`src/rtl/nvs_pwr_pkg.sv`:
```
package nvs_pwr_pkg;

  typedef enum logic [1:0] {
    PS_DOWN   = 2'd0,
    PS_RECALL = 2'd1,
    PS_READY  = 2'd2,
    PS_STORE  = 2'd3
  } pwr_state_e;

  function automatic int unsigned cnt_width(input int unsigned a, input int unsigned b);
    int unsigned m;
    m = (a > b) ? a : b;
    return $clog2(m + 1);
  endfunction

endpackage

```
`src/rtl/nvs_rst_sync.sv`:
```
module nvs_rst_sync #(
  parameter int unsigned STAGES = 2
) (
  input  logic clk_i,
  input  logic arst_ni,
  output logic rst_no
);
  logic [STAGES-1:0] sync_q;

  for (genvar i = 0; i < STAGES; i++) begin : g_stage
    if (i == 0) begin : g_first
      always_ff @(posedge clk_i or negedge arst_ni) begin
        if (!arst_ni) sync_q[i] <= 1'b0;
        else          sync_q[i] <= 1'b1;
      end
    end else begin : g_next
      always_ff @(posedge clk_i or negedge arst_ni) begin
        if (!arst_ni) sync_q[i] <= 1'b0;
        else          sync_q[i] <= sync_q[i-1];
      end
    end
  end

  assign rst_no = sync_q[STAGES-1];
endmodule

```
`src/rtl/nvs_nv_timer.sv`:
```
module nvs_nv_timer #(
  parameter int unsigned CW = 14
) (
  input  logic          clk_i,
  input  logic          rst_ni,
  input  logic          run_i,
  input  logic          tick_i,
  input  logic [CW-1:0] limit_i,
  output logic          done_o
);
  logic [CW-1:0] cnt_q, cnt_d;
  logic [CW-1:0] last_val;

  assign last_val = limit_i - {{(CW-1){1'b0}}, 1'b1};
  assign done_o   = run_i && tick_i && (cnt_q == last_val);

  always_comb begin
    cnt_d = cnt_q;
    if (!run_i)      cnt_d = '0;
    else if (tick_i) cnt_d = done_o ? '0 : cnt_q + {{(CW-1){1'b0}}, 1'b1};
  end

  always_ff @(posedge clk_i or negedge rst_ni) begin
    if (!rst_ni) cnt_q <= '0;
    else         cnt_q <= cnt_d;
  end

  // the tick count never reaches the terminal value while running
  a_r6_cnt_below_limit: assert property (@(posedge clk_i) disable iff (!rst_ni)
    run_i |-> (cnt_q < limit_i));

  // an idle timer restarts from zero
  a_r6_idle_clear: assert property (@(posedge clk_i) disable iff (!rst_ni)
    !run_i |=> (cnt_q == '0));
endmodule

```
`src/rtl/nvs_mode_fsm.sv`:
```
module nvs_mode_fsm
  import nvs_pwr_pkg::*;
(
  input  logic       clk_i,
  input  logic       rst_ni,
  input  logic       below_switch_i,
  input  logic       below_reset_i,
  input  logic       store_req_i,
  input  logic       timer_done_i,
  output pwr_state_e state_o,
  output logic       reject_o
);
  pwr_state_e state_q, state_d;
  logic       armed_q, armed_d;
  logic       reject_q, reject_d;
  logic       accept;

  assign accept = (state_q == PS_READY) && !below_switch_i && store_req_i;

  always_comb begin
    state_d  = state_q;
    armed_d  = armed_q || below_reset_i;
    reject_d = store_req_i && !accept;
    if (below_switch_i) begin
      if (state_q == PS_RECALL) armed_d = 1'b1;
      state_d = PS_DOWN;
    end else begin
      unique case (state_q)
        PS_DOWN: begin
          if (armed_q) begin
            state_d = PS_RECALL;
            armed_d = 1'b0;
          end else begin
            state_d = PS_READY;
          end
        end
        PS_RECALL: if (timer_done_i) state_d = PS_READY;
        PS_READY:  if (accept)       state_d = PS_STORE;
        PS_STORE:  if (timer_done_i) state_d = PS_READY;
        default:   state_d = PS_DOWN;
      endcase
    end
  end

  always_ff @(posedge clk_i or negedge rst_ni) begin
    if (!rst_ni) begin
      state_q  <= PS_DOWN;
      armed_q  <= 1'b1;
      reject_q <= 1'b0;
    end else begin
      state_q  <= state_d;
      armed_q  <= armed_d;
      reject_q <= reject_d;
    end
  end

  assign state_o  = state_q;
  assign reject_o = reject_q;

  // losing the supply during a recall leaves a recall armed
  a_r9_abort_rearms: assert property (@(posedge clk_i) disable iff (!rst_ni)
    (state_q == PS_RECALL && below_switch_i) |=> (state_q == PS_DOWN && armed_q));

  // a deep dip always leaves a recall armed
  a_r5_deep_arms: assert property (@(posedge clk_i) disable iff (!rst_ni)
    (below_reset_i && below_switch_i) |=> armed_q);

  // recovery with nothing armed goes straight to ready
  a_r4_shallow_ready: assert property (@(posedge clk_i) disable iff (!rst_ni)
    (state_q == PS_DOWN && !armed_q && !below_switch_i && !below_reset_i) |=> (state_q == PS_READY));
endmodule

```
`src/rtl/nvs_pwr_seq.sv`:
```
module nvs_pwr_seq
  import nvs_pwr_pkg::*;
#(
  parameter int unsigned RECALL_TICKS = 550,
  parameter int unsigned STORE_TICKS  = 10000,
  parameter int unsigned SYNC_STAGES  = 2
) (
  input  logic clk_i,
  input  logic rst_ni,
  input  logic tick_i,
  input  logic below_switch_i,
  input  logic below_reset_i,
  input  logic store_req_i,
  output logic recall_busy_o,
  output logic store_busy_o,
  output logic store_inhibit_o,
  output logic access_ready_o,
  output logic standby_ok_o,
  output logic store_reject_o
);
  localparam int unsigned CW = cnt_width(RECALL_TICKS, STORE_TICKS);
  localparam logic [CW-1:0] RECALL_LIM = CW'(RECALL_TICKS);
  localparam logic [CW-1:0] STORE_LIM  = CW'(STORE_TICKS);

  logic          rst_s_n;
  pwr_state_e    state;
  logic          timer_run, timer_done;
  logic [CW-1:0] timer_limit;

  nvs_rst_sync #(.STAGES(SYNC_STAGES)) u_rst_sync (
    .clk_i   (clk_i),
    .arst_ni (rst_ni),
    .rst_no  (rst_s_n)
  );

  assign timer_run   = (state == PS_RECALL) || (state == PS_STORE);
  assign timer_limit = (state == PS_STORE) ? STORE_LIM : RECALL_LIM;

  nvs_nv_timer #(.CW(CW)) u_timer (
    .clk_i   (clk_i),
    .rst_ni  (rst_s_n),
    .run_i   (timer_run),
    .tick_i  (tick_i),
    .limit_i (timer_limit),
    .done_o  (timer_done)
  );

  nvs_mode_fsm u_fsm (
    .clk_i          (clk_i),
    .rst_ni         (rst_s_n),
    .below_switch_i (below_switch_i),
    .below_reset_i  (below_reset_i),
    .store_req_i    (store_req_i),
    .timer_done_i   (timer_done),
    .state_o        (state),
    .reject_o       (store_reject_o)
  );

  assign recall_busy_o   = (state == PS_RECALL);
  assign store_busy_o    = (state == PS_STORE);
  assign store_inhibit_o = (state == PS_DOWN);
  assign access_ready_o  = (state == PS_READY);
  assign standby_ok_o    = !timer_run;

  // a low supply blocks stores and access on the next cycle
  a_r2_low_inhibits: assert property (@(posedge clk_i) disable iff (!rst_s_n)
    below_switch_i |=> (store_inhibit_o && !access_ready_o));

  // an accepted request starts a store
  a_r7_store_starts: assert property (@(posedge clk_i) disable iff (!rst_s_n)
    (access_ready_o && store_req_i && !below_switch_i) |=> (store_busy_o && !store_reject_o));

  // a request outside the ready mode is rejected
  a_r8_reject_pulse: assert property (@(posedge clk_i) disable iff (!rst_s_n)
    (store_req_i && !access_ready_o) |=> store_reject_o);

  // at most one nonvolatile cycle is active, and standby is never reported during one
  a_r10_one_cycle_kind: assert property (@(posedge clk_i) disable iff (!rst_s_n)
    $onehot0({recall_busy_o, store_busy_o, store_inhibit_o, access_ready_o}) &&
    !(standby_ok_o && (recall_busy_o || store_busy_o)));

  // losing the supply cancels a store
  a_r11_store_cancel: assert property (@(posedge clk_i) disable iff (!rst_s_n)
    (store_busy_o && below_switch_i) |=> (!store_busy_o && store_inhibit_o));
endmodule

```
`config.mk`:
```
export PLATFORM = sky130hd
export DESIGN_NAME = nvs_pwr_seq
export DESIGN_NICKNAME = d
export VERILOG_FILES = /design/src/rtl/nvs_pwr_pkg.sv /design/src/rtl/nvs_rst_sync.sv /design/src/rtl/nvs_nv_timer.sv /design/src/rtl/nvs_mode_fsm.sv /design/src/rtl/nvs_pwr_seq.sv
export SDC_FILE = /design/constraint.sdc
export NUM_CORES = 1
export LEC_CHECK = 0
export ABC_AREA = 1
export BUFFER_PORTS_ARGS = -buffer_cell sky130_fd_sc_hd__buf_2
export CORE_MARGIN = 2
export CORE_UTILIZATION = 50
export CTS_CLUSTER_DIAMETER = 80
export CTS_CLUSTER_SIZE = 10
export DETAILED_ROUTE_END_ITERATION = 10
export PLACE_DENSITY_LB_ADDON = 0.05
export SKIP_CTS_REPAIR_TIMING = 1
export SLEW_MARGIN = 20
export SYNTH_ARGS = -nofsm -noshare
export SYNTH_HDL_FRONTEND = slang
export SYNTH_HIERARCHICAL = 1
export SYNTH_SLANG_ARGS = --single-unit
```
`constraint.sdc`:
```
create_clock -name clk_i -period 1.3 [get_ports clk_i]
set_input_delay 0.26 -clock clk_i [delete_from_list [all_inputs] [get_ports clk_i]]
set_output_delay 0.26 -clock clk_i [all_outputs]
set_load 0.005 [all_outputs]
```
# After elaboration in Yosys (flattened, before gate mapping)
# Cells that the tools add are included.
# op_classes
n_addsub	2
eq_ne	7
muxes	13
n_reduce_logical	13
# op_table
operator	n
14-bit 2-to-1 mux	4
14-bit by 1-bit adder with 14-bit output (second input constant)	1
14-bit equality test	1
14-bit by 1-bit subtractor with 14-bit output (second input constant)	1
2-bit 2-to-1 mux	4
2-bit case mux with 3 select lines	1
1-bit logical AND	5
2-bit equality test (second input constant)	2
1-bit 2-to-1 mux	4
1-bit logical NOT	3
3-bit by 1-bit inequality test with 1-bit output (second input constant)	1
3-bit by 2-bit inequality test with 1-bit output (second input constant)	1
2-bit by 1-bit equality test with 1-bit output (second input constant)	1
2-bit logical NOT	1
1-bit logical OR	2
2-bit inequality test (second input constant)	1
2-bit AND reduction	1
2-bit OR reduction	1
# totals
regBits	20
inputBits	6
output_inout_bits	6

# Logic depth before layout (Yosys ltp)
# Gate-level depths: netlist (run 1).
# logic_depth
depth_word	8
depth_mapped	19
ltp_nobuf	18

# Hierarchy
# Netlist (run 1), hierarchy kept.
# by_module_without_submodules
mod	n_inst	cells_each	area_per_inst_um2	seq_area_each_um2
nvs_nv_timer	1	226	1388.8	350.3
nvs_mode_fsm	1	29	203.9	101.3
nvs_rst_sync	1	3	53.8	50.0
nvs_pwr_seq	1	10	42.5	0.0

# Least setup slack after synthesis (run 1)
# No wires, ideal clock.
# synth_timing
path_type	register to register
start	reg u_fsm.state_q[1], in the netlist u_fsm/state_o[1]
end	reg u_fsm.state_q[0], in the netlist u_fsm/state_o[0]
setup_ns	0.113
arrival_time_ns	2.163
required_ns	1.187
setup_slack_ns	-0.976
stages_incl_launch_ff	18
path_buffers	1
period_less_slack_ns	2.276
cell_sequence	dfrtp_1 > nand2_2 > inv_1 > inv_2 > nand2_2 > nor2_8 > nand3_1 > nand2_1 > nand3_1 > nor2_2 > nand4_4 > buf_6 > nor2_2 > inv_1 > nand3_1 > nand2_1 > nand2_1 > inv_1
# synth_via
elab_chain_len	7
elab_cells_between_ends	18
classes_between	add/sub: 1; eq/ne: 6; mux: 3; reduce/logical: 8
# synth_lines
item	line	rtl
start: declaration	nvs_mode_fsm.sv:13	pwr_state_e state_q, state_d;
start signal: assignment	nvs_mode_fsm.sv:51	state_q <= state_d;
2-bit equality test	nvs_pwr_seq.sv:37	assign timer_limit = (state == PS_STORE) ? STORE_LIM : RECALL_LIM;
14-bit 2-to-1 mux	nvs_pwr_seq.sv:37	
net timer_limit[1]	nvs_pwr_seq.sv:28	logic [CW-1:0] timer_limit;
14-bit by 1-bit subtractor with 14-bit output	nvs_nv_timer.sv:14	assign last_val = limit_i - {{(CW-1){1'b0}}, 1'b1};
14-bit equality test	nvs_nv_timer.sv:15	assign done_o = run_i && tick_i && (cnt_q == last_val);
1-bit logical AND	nvs_nv_timer.sv:15	
net timer_done	nvs_pwr_seq.sv:27	logic timer_run, timer_done;
3-bit by 1-bit inequality test with 1-bit output (no line)	-	
2-bit AND reduction (no line)	-	
# The timed path passes the listed nets, and every way through them passes these cells.
# A chain may end at the register's enable or synchronous reset.

# Worst setup path after layout (run 1)
# Ends and elaborated chain as after synthesis.

==> flow_metrics.tcl, run 1 <==
set metrics [dict create \
    wirelength_mm 3.99 \
    path_class "reg -> reg" \
    fin_crit_sh 1.55 \
    rows 21 \
    drc 0 \
    antenna_found_initial 0 \
    start_util 0.514 \
    crit_path_cell_trace "nand2_4 -> clkinvlp_4 -> nor2_2 -> nand2_2 -> nor2_2 -> nand2_2 -> nand3_2 -> nand3_2 -> nor2_4 -> nand4_4 -> nor2_2 -> inv_1 -> nand3_2 -> nand2_1 -> nand2_1 -> inv_1" \
    synth.area.mux_share 0 \
    via_per_inst 4.45 \
    netlist.area_leader.share 0.281 \
    cts_tree "yes" \
    p_int_mw 1.62 \
    setup_violations 21 \
    post-place-cells 377 \
    rsz0062_at_grt "true" \
    syn_inst 268 \
    fmax_mhz 498 \
    netSwitchingFraction 0.395 \
    grt_pass1_vias 1589 \
    cap_violations 0 \
    async_flop_share 1.00 \
    yosys.area.top_type "dfrtp_1" \
    cpPeakStageDelay_ps 440 \
    slew_viol_final 0 \
    period_needed_ps 2010 \
    worstMarginPinSlew_ps 956 \
    synth_xor_area_frac 0.0830 \
    grt_max_degree 15 \
    synth_top_family_by_area "simple AND/OR/NAND/NOR gates" \
    die_width_um 62.1 \
    synth.cell_area_mm2 0.00169 \
    violations "setup timing" \
    cts_buffer_depth 2 \
    htreeDepth 1 \
    root_buffer "clkbuf_4" \
    ioPinCount 12 \
    cellPowerDensity_mw_per_mm2 1110 \
    p_clk_frac 0.134 \
    cp_data_arrival_time_ps 2210 \
    finalWorstSetupSlack_ps -709 \
    gp_congestion 0.799 \
    synth_fa_ha_area_frac 0.0148 \
    power.switching_mw 1.06 \
    drt_iter0_markers 65 \
    dp_slack_ps -710 \
    slowest_stage "dfrtp_2" \
    clkTransAtPathRegs_ps 110 \
    status "finished, violations left" \
    io_buffers 11 \
    ys_seq_area_frac 0.297 \
    wl_per_cell_um 10.2 \
    die-height_um 62.1 \
    yosysWarnings 6 \
    coreArea_mm2 0.00328 \
    cts_buffers 3 \
    dp_hpwl_mm 2.94 \
    pwr-share-comb 0.571 \
    hold_viol 0 \
    final_common_cell "nand2_1" \
    layout.cells.non_filler 392 \
    hold_path.class "reg -> async" \
    cts.sinks 20 \
    drive_gt1_frac 0.327 \
    ir_drop_mv 1.07 \
    critPathLaunchType "flip-flop" \
    layout_common_cells "nand2_1, buf_4, nor2_1" \
    area_growth_syn_to_layout_pct 41.9 \
    diodes 0 \
    vias 1744 \
    drtAntennaViolNets 0 \
    leakage_nw 1.25 \
    critPathMaxFanout 6 \
    yosys_most_used_dff "dfrtp_1" \
    die-area_mm2 0.00386 \
    synth.distinct_cells 27 \
    finClkSkew_ps 2.15 \
    nets 355 \
    synth_area_per_cell_um2 6.30 \
    endpoint_kind "flip-flop" \
    synth_simple_gate_area_frac 0.470 \
    grt_overflow_total 0 \
    synth_edf_count 0 \
    ys_seq_elements 20 \
    grtUsageTotal 0.208 \
    first_pass_iters 4 \
    p_seq_frac 0.296 \
    grt_pass1_wl_mm 6.69 \
    synth_compound_area_frac 0.0341 \
    cp.required_ps 1500 \
    slew_headroom 0.360 \
    yosys-top-cells-area "dfrtp_1, nand2_1, nor2_1" \
    clock_latency_ps 290 \
]
[critical path, delay by kind of cell, from the launching register on]
family,cells,cell delay (ps)
buffers and inverters,3,260
flip-flops,1,440
AND/OR/NAND/NOR,13,1210
[synthesized netlist by cell type, types with 2 or more instances]
library cell	instances
conb_1	3
nor2_1	35
nand4_1	3
nand3_1	21
ha_1	2
inv_2	7
a31oi_1	2
nor2_2	12
a21oi_1	4
o21ai_1	2
nand2_1	96
xor2_1	11
inv_1	28
dfrtp_1	19
xnor2_1	5
nand2_2	5
o21ai_0	3
[layer usage]
layer / vias to the layer above / global-route usage / part of all wire / routed length [µm]
met2: 24 / 0.376 / 0.49 / 1950
met5: - / 0 / 0 / 0
met1: 762 / 0.272 / 0.48 / 1900
met3: 6 / 0.0109 / 0.020 / 79
met4: 0 / 0.0500 / 0.014 / 57
li1: 952 / - / - / -
[cells by family (layout without fill, tap and decap cells)]
| family | after synthesis | in the layout |
|---|---|---|
| DFF | 20 | 20 |
| AOI/OAI and AO/OA | 11 | 11 |
| other | 3 | 21 |
| buffers and inverters | 39 | 99 |
| adders and majority gates | 2 | 2 |
| and+or+nand+nor | 177 | 177 |
| xor gates and xnor gates | 16 | 16 |
[metrics by stage]
stage	total power [mW]	util	hold WS [ps]	setup TNS, ps	area [µm²]
finish	2.67	0.730	149	-11810	2400
CTS	2.27	0.663	-285	-11860	2180
detailed placement	1.90	0.652	45.8	-10810	2140
global route	2.88	0.730	189	-14310	2400
floorplan	1.51	-	-35.6	-10770	1770
global placement	1.89	0.652	45.3	-10040	2140
[layout make-up]
cell class / instances / area (µm²)
Multi-Input combinational cell: 227 / 1200
Fill cell: 273 / 887
Sequential cell: 20 / 504
Timing Repair Buffer: 60 / 460
Inverter: 35 / 140
Tap cell: 46 / 57.6
Clock buffer: 4 / 36.3
[sequential cells by signal, summed over array words and instances, names as in the netlist]
signal and flops:
u_timer/cnt_q 14, u_rst_sync/sync_q 1, u_rst_sync/rst_no 1, u_fsm/reject_o 1
u_fsm/armed_q 1, u_fsm/state_o 2
[power by group through the flow]
stage | clock network [mW] | logic [mW] | registers [mW]
finish | 0.357 | 1.52 | 0.789
global route | 0.388 | 1.69 | 0.801
CTS | 0.368 | 1.11 | 0.783
detailed placement | 0 | 1.11 | 0.795
global placement | 0 | 1.09 | 0.795
floorplan | 0 | 0.671 | 0.840
[path summary, 6_finish.rpt]
| path | startpoint | endpoint | slack (ps) | depth (start not counted) |
|---|---|---|---|---|
| max | u_fsm/state_o[1] | u_fsm/state_o[0] | -710 | 16 |
| min | u_rst_sync/rst_no | u_timer/cnt_q[5] | 150 | 0 |
| max reg2reg | u_fsm/state_o[1] | u_fsm/state_o[0] | -710 | 16 |
| min reg2reg | u_rst_sync/rst_no | u_timer/cnt_q[5] | 150 | 0 |
| max in group asynchronous | u_rst_sync/rst_no | u_fsm/state_o[1] | 670 | 1 |
| min in group clk_i | store_req_i | u_fsm/reject_o | 200 | 3 |
(Power assumes the default switching activity.)
==> run 2, diff against run 1 <==
Settings changed: SKIP_CTS_REPAIR_TIMING 1 to not set.
==> flow_metrics.tcl, run 2 (synthesis results as in run 1) <==
set metrics [dict create \
    status "finished, violations left" \
    violations "setup timing" \
    cts_tree "yes" \
    slew_headroom 0.354 \
    setup_violations 21 \
    leakage_nw 1.22 \
    tns_ps -11030 \
    htreeDepth 1 \
    endpoint_kind "flip-flop" \
    io_buffers 11 \
    total_power_mw 2.47 \
    grtUsageTotal 0.211 \
    hold_viol 0 \
    antenna_found_initial 0 \
    p_seq_frac 0.319 \
    ioPinCount 12 \
    diodes 0 \
    cellPowerDensity_mw_per_mm2 1050 \
    start_util 0.514 \
    worstReg2RegStart "u_fsm/state_o[0]" \
    area_growth_syn_to_layout_pct 39.2 \
    worstMarginPinSlew_ps 965 \
    critPathMaxFanout 6 \
    drive_gt1_frac 0.311 \
    post-route-util 0.716 \
    clock_latency_ps 290 \
    layout.cells.non_filler 387 \
    netSwitchingFraction 0.403 \
    cp_data_arrival_time_ps 2210 \
    pwr-share-comb 0.538 \
    drc 0 \
    cts_buffer_depth 2 \
    fin_crit_sh 1.55 \
    cp.required_ps 1500 \
    crit_top_cell "nand2_1" \
    drtAntennaViolNets 0 \
    cpPeakStageDelay_ps 440 \
    grt_pass1_wl_mm 6.78 \
    top_register "u_timer/cnt_q" \
    critPathLaunch "u_fsm/state_o[0]" \
    cts.sinks 20 \
    clkTransAtPathRegs_ps 110 \
    die_width_um 62.1 \
    wl_per_cell_um 9.79 \
    final_area_mm2 0.00235 \
    post-place-cells 377 \
    gp_congestion 0.799 \
    grt_pass1_vias 1632 \
    nets 350 \
    crit_path_cell_trace "nand2_4 -> clkinvlp_4 -> inv_4 -> nand2_1 -> nor2_2 -> xor2_1 -> nand3_2 -> nor2_4 -> nand4_4 -> nor2_2 -> inv_1 -> nand3_2 -> nand2_1 -> nand2_1 -> inv_1" \
    path_class "reg -> reg" \
    coreArea_mm2 0.00328 \
    grt_overflow_total 0 \
    place_area_mm2 0.00214 \
    finalWorstSetupSlack_ps -716 \
    p_clk_frac 0.143 \
    ir_drop_mv 1.04 \
    drt_iter0_markers 48 \
    grt_max_degree 15 \
    vias 1710 \
    layout_common_cells "nand2_1, buf_4, nor2_1" \
    slew_viol_final 0 \
    wirelength_mm 3.79 \
    dp_hpwl_mm 2.94 \
    path_buf_inv 4 \
    cap_violations 0 \
    fmax_mhz 496 \
    die-height_um 62.1 \
    period_needed_ps 2020 \
    p_int_mw 1.48 \
    slowest_stage "dfrtp_2" \
    critPathLaunchType "flip-flop" \
    rsz0062_at_grt "true" \
    crit_family "simple AND/OR/NAND/NOR gates" \
    final_common_cell "nand2_1" \
    root_buffer "clkbuf_4" \
    nFillCells 284 \
    hold_path.class "reg -> async" \
    rows 21 \
    via_per_inst 4.42 \
    cts_buffers 3 \
    power.switching_mw 0.996 \
    finClkSkew_ps 4.27 \
    die-area_mm2 0.00386 \
    largest_reg_flops 14 \
    first_pass_iters 4 \
]
-- run 2: area by class of cell --
type | instances | area, µm² | area share
well taps | 46 | 57.6 | 0.0245
repair buffers | 55 | 419 | 0.178
clock buffers | 4 | 36.3 | 0.0154
flip-flops and latches | 20 | 504 | 0.214
inverters | 35 | 140 | 0.0596
multi-input cells | 227 | 1190 | 0.508
-- run 2: power by group through the flow --
stage / clock (mW) / sequential [mW] / combinational, mW
after floorplan: 0 / 0.840 / 0.671
after global placement: 0 / 0.795 / 1.09
after detailed placement: 0 / 0.795 / 1.11
after CTS: 0.368 / 0.786 / 1.23
after global routing: 0.388 / 0.802 / 1.49
final: 0.355 / 0.788 / 1.33
-- run 2: metrics by stage --
step / hold WS, ps / setup WS [ps]
after floorplan: -35.6 / -893
after global placement: 45.3 / -642
after detailed placement: 45.8 / -710
after CTS: 164 / -665
after global routing: 189 / -847
final: 151 / -716
-- run 2: path summary, 6_finish.rpt --
kind,slack (ps),cells after the start,end
setup / recovery,-720,15,u_fsm/state_o[0]
hold / removal,150,0,u_timer/cnt_q[7]
setup reg to reg,-720,15,u_fsm/state_o[0]
hold reg to reg,150,0,u_timer/cnt_q[7]
max in group asynchronous,670,1,u_fsm/state_o[1]
min in group clk_i,200,3,u_fsm/reject_o
-- run 2: layer usage --
metal,wire length (µm),track usage
met1,1830,0.270
met3,65,0.0109
met4,22,0.0583
met2,1870,0.386
met5,0,0
-- run 2: repair_timing --
item / CTS / global route
resized for setup: 13 / 18
hold buffers: 1 / 0
setup endpoints to repair: 21 / 21
endpoints found under the hold margin: 2 / 0
pin swaps: 9 / 10
buffers inserted: 4 / 1
==> run 3, diff against run 2 <==
Settings changed: REMOVE_ABC_BUFFERS set to 1.
Clock period 1.3 ns to 2.15 ns, I/O delays scaled along.
==> flow_metrics.tcl, run 3 (synthesis results as in run 1) <==
set metrics [dict create \
    clock_latency_ps 300 \
    wirelength_mm 3.43 \
    timing.hold.ws_ps 298 \
    wl_per_cell_um 9.81 \
    drive_gt1_frac 0.181 \
    nets 313 \
    final_common_cell "nand2_1" \
    slew_headroom 0.389 \
    grt_pass1_vias 1514 \
    drtAntennaViolNets 0 \
    rows 21 \
    crit_path_cell_trace "nand2_2 -> inv_2 -> ha_4 -> xor2_1 -> nand3_1 -> nor2_1 -> nand3_1 -> nor2_2 -> nand4_4 -> nor2_2 -> inv_1 -> nand3_2 -> nand2_1 -> nand2_1 -> inv_1" \
    fin_crit_sh 0.891 \
    dp_hpwl_mm 2.65 \
    post-place-cells 344 \
    coreArea_mm2 0.00328 \
    path_class "reg -> reg" \
    die_width_um 62.1 \
    cts_tree "yes" \
    fmax_mhz 522 \
    htreeDepth 1 \
    first_pass_iters 4 \
    diodes 0 \
    total_power_mw 1.32 \
    cap_violations 0 \
    cp_data_arrival_time_ps 2130 \
    grtUsageTotal 0.202 \
    rsz0062_at_grt "true" \
    hold_path.class "reg -> async" \
    cp.required_ps 2360 \
    area_growth_syn_to_layout_pct 16.8 \
    place_area_mm2 0.00188 \
    final_area_mm2 0.00197 \
    start_util 0.514 \
    layout.cells.non_filler 350 \
    ir_drop_mv 0.556 \
    setup_violations 0 \
    slew_viol_final 0 \
    via_per_inst 4.48 \
    drt_iter0_markers 109 \
    tns_ps 0 \
    root_buffer "clkbuf_4" \
    vias 1568 \
    antenna_found_initial 0 \
    status "complete, no violations" \
    grt_pass1_wl_mm 6.44 \
    leakage_nw 1.02 \
    grt_max_degree 19 \
    period_needed_ps 1920 \
    post-route-util 0.601 \
    io_buffers 11 \
    clkTransAtPathRegs_ps 110 \
    cellPowerDensity_mw_per_mm2 667 \
    dp_slack_ps 196 \
    cpPeakStageDelay_ps 400 \
    grt_overflow_total 0 \
    die-height_um 62.1 \
    ioPinCount 12 \
    drc 0 \
    hold_viol 0 \
    cts_buffers 3 \
    largest_reg_flops 14 \
    critPathLaunchType "flip-flop" \
    top_register "u_timer/cnt_q" \
    gp_congestion 0.819 \
    endpoint_kind "flip-flop" \
    layout_common_cells "nand2_1, nor2_1, inv_1" \
    worstMarginPinSlew_ps 913 \
    cts.sinks 20 \
    die-area_mm2 0.00386 \
    finalWorstSetupSlack_ps 233 \
    critPathMaxFanout 3 \
    cts_buffer_depth 2 \
    finClkSkew_ps 2.35 \
    slowest_stage "dfrtp_1" \
]
run 3: changes by cell type in the layout (fill, tap and decap cells not counted), sizes merged:
cell,delta
buf,-37
inv,+1
clkinvlp,-1
run 3: per-layer routing:
layer  up-vias  track usage  share of wire
met5         -            0              0
met4         0       0.0722         0.0070
met3         2       0.0163          0.041
met2        37        0.346           0.44
met1       658        0.267           0.51
li1        871            -              -
run 3: path summary, 6_finish.rpt:
path                                      to  depth (start not counted)  slack [ps]              start
max                         u_fsm/state_o[0]                         15         230   u_fsm/state_o[0]
min in group clk_i            u_fsm/reject_o                          3         360        store_req_i
max in group asynchronous  u_timer/cnt_q[11]                          0        1400  u_rst_sync/rst_no
min                        u_timer/cnt_q[10]                          0         300  u_rst_sync/rst_no
min reg2reg                u_timer/cnt_q[10]                          0         300  u_rst_sync/rst_no
max reg2reg                 u_fsm/state_o[0]                         15         230   u_fsm/state_o[0]
run 3: layout make-up:
class	count	area [µm²]
clock buffers	4	36.3
fillers	337	1310
inverters	35	131
multi-input cells	227	1130
flip-flops and latches	20	502
well taps	46	57.6
repair buffers	18	114
run 3: power by group:
group	leakage [nW]	switching [mW]	internal [mW]
Clock	0.0210	0.115	0.103
Combinational	0.736	0.384	0.241
Sequential	0.265	0.0464	0.426
run 3: worst max-delay path, delay by kind of cell (launching register included):
kind	cells	cell delay, ps
simple gates	10	890
buf+inv	3	150
flops	1	400
fa+ha+maj	1	250
xor+xnor	1	130
run 3: what timing repair did:
| item | 4_1_cts | 5_1_grt |
|---|---|---|
| setup buffers | 0 | 1 |
| resized for setup | 0 | 11 |
| hold endpoints to repair | 2 | 0 |
| hold buffers | 1 | 0 |
| setup endpoints to repair | 0 | 16 |
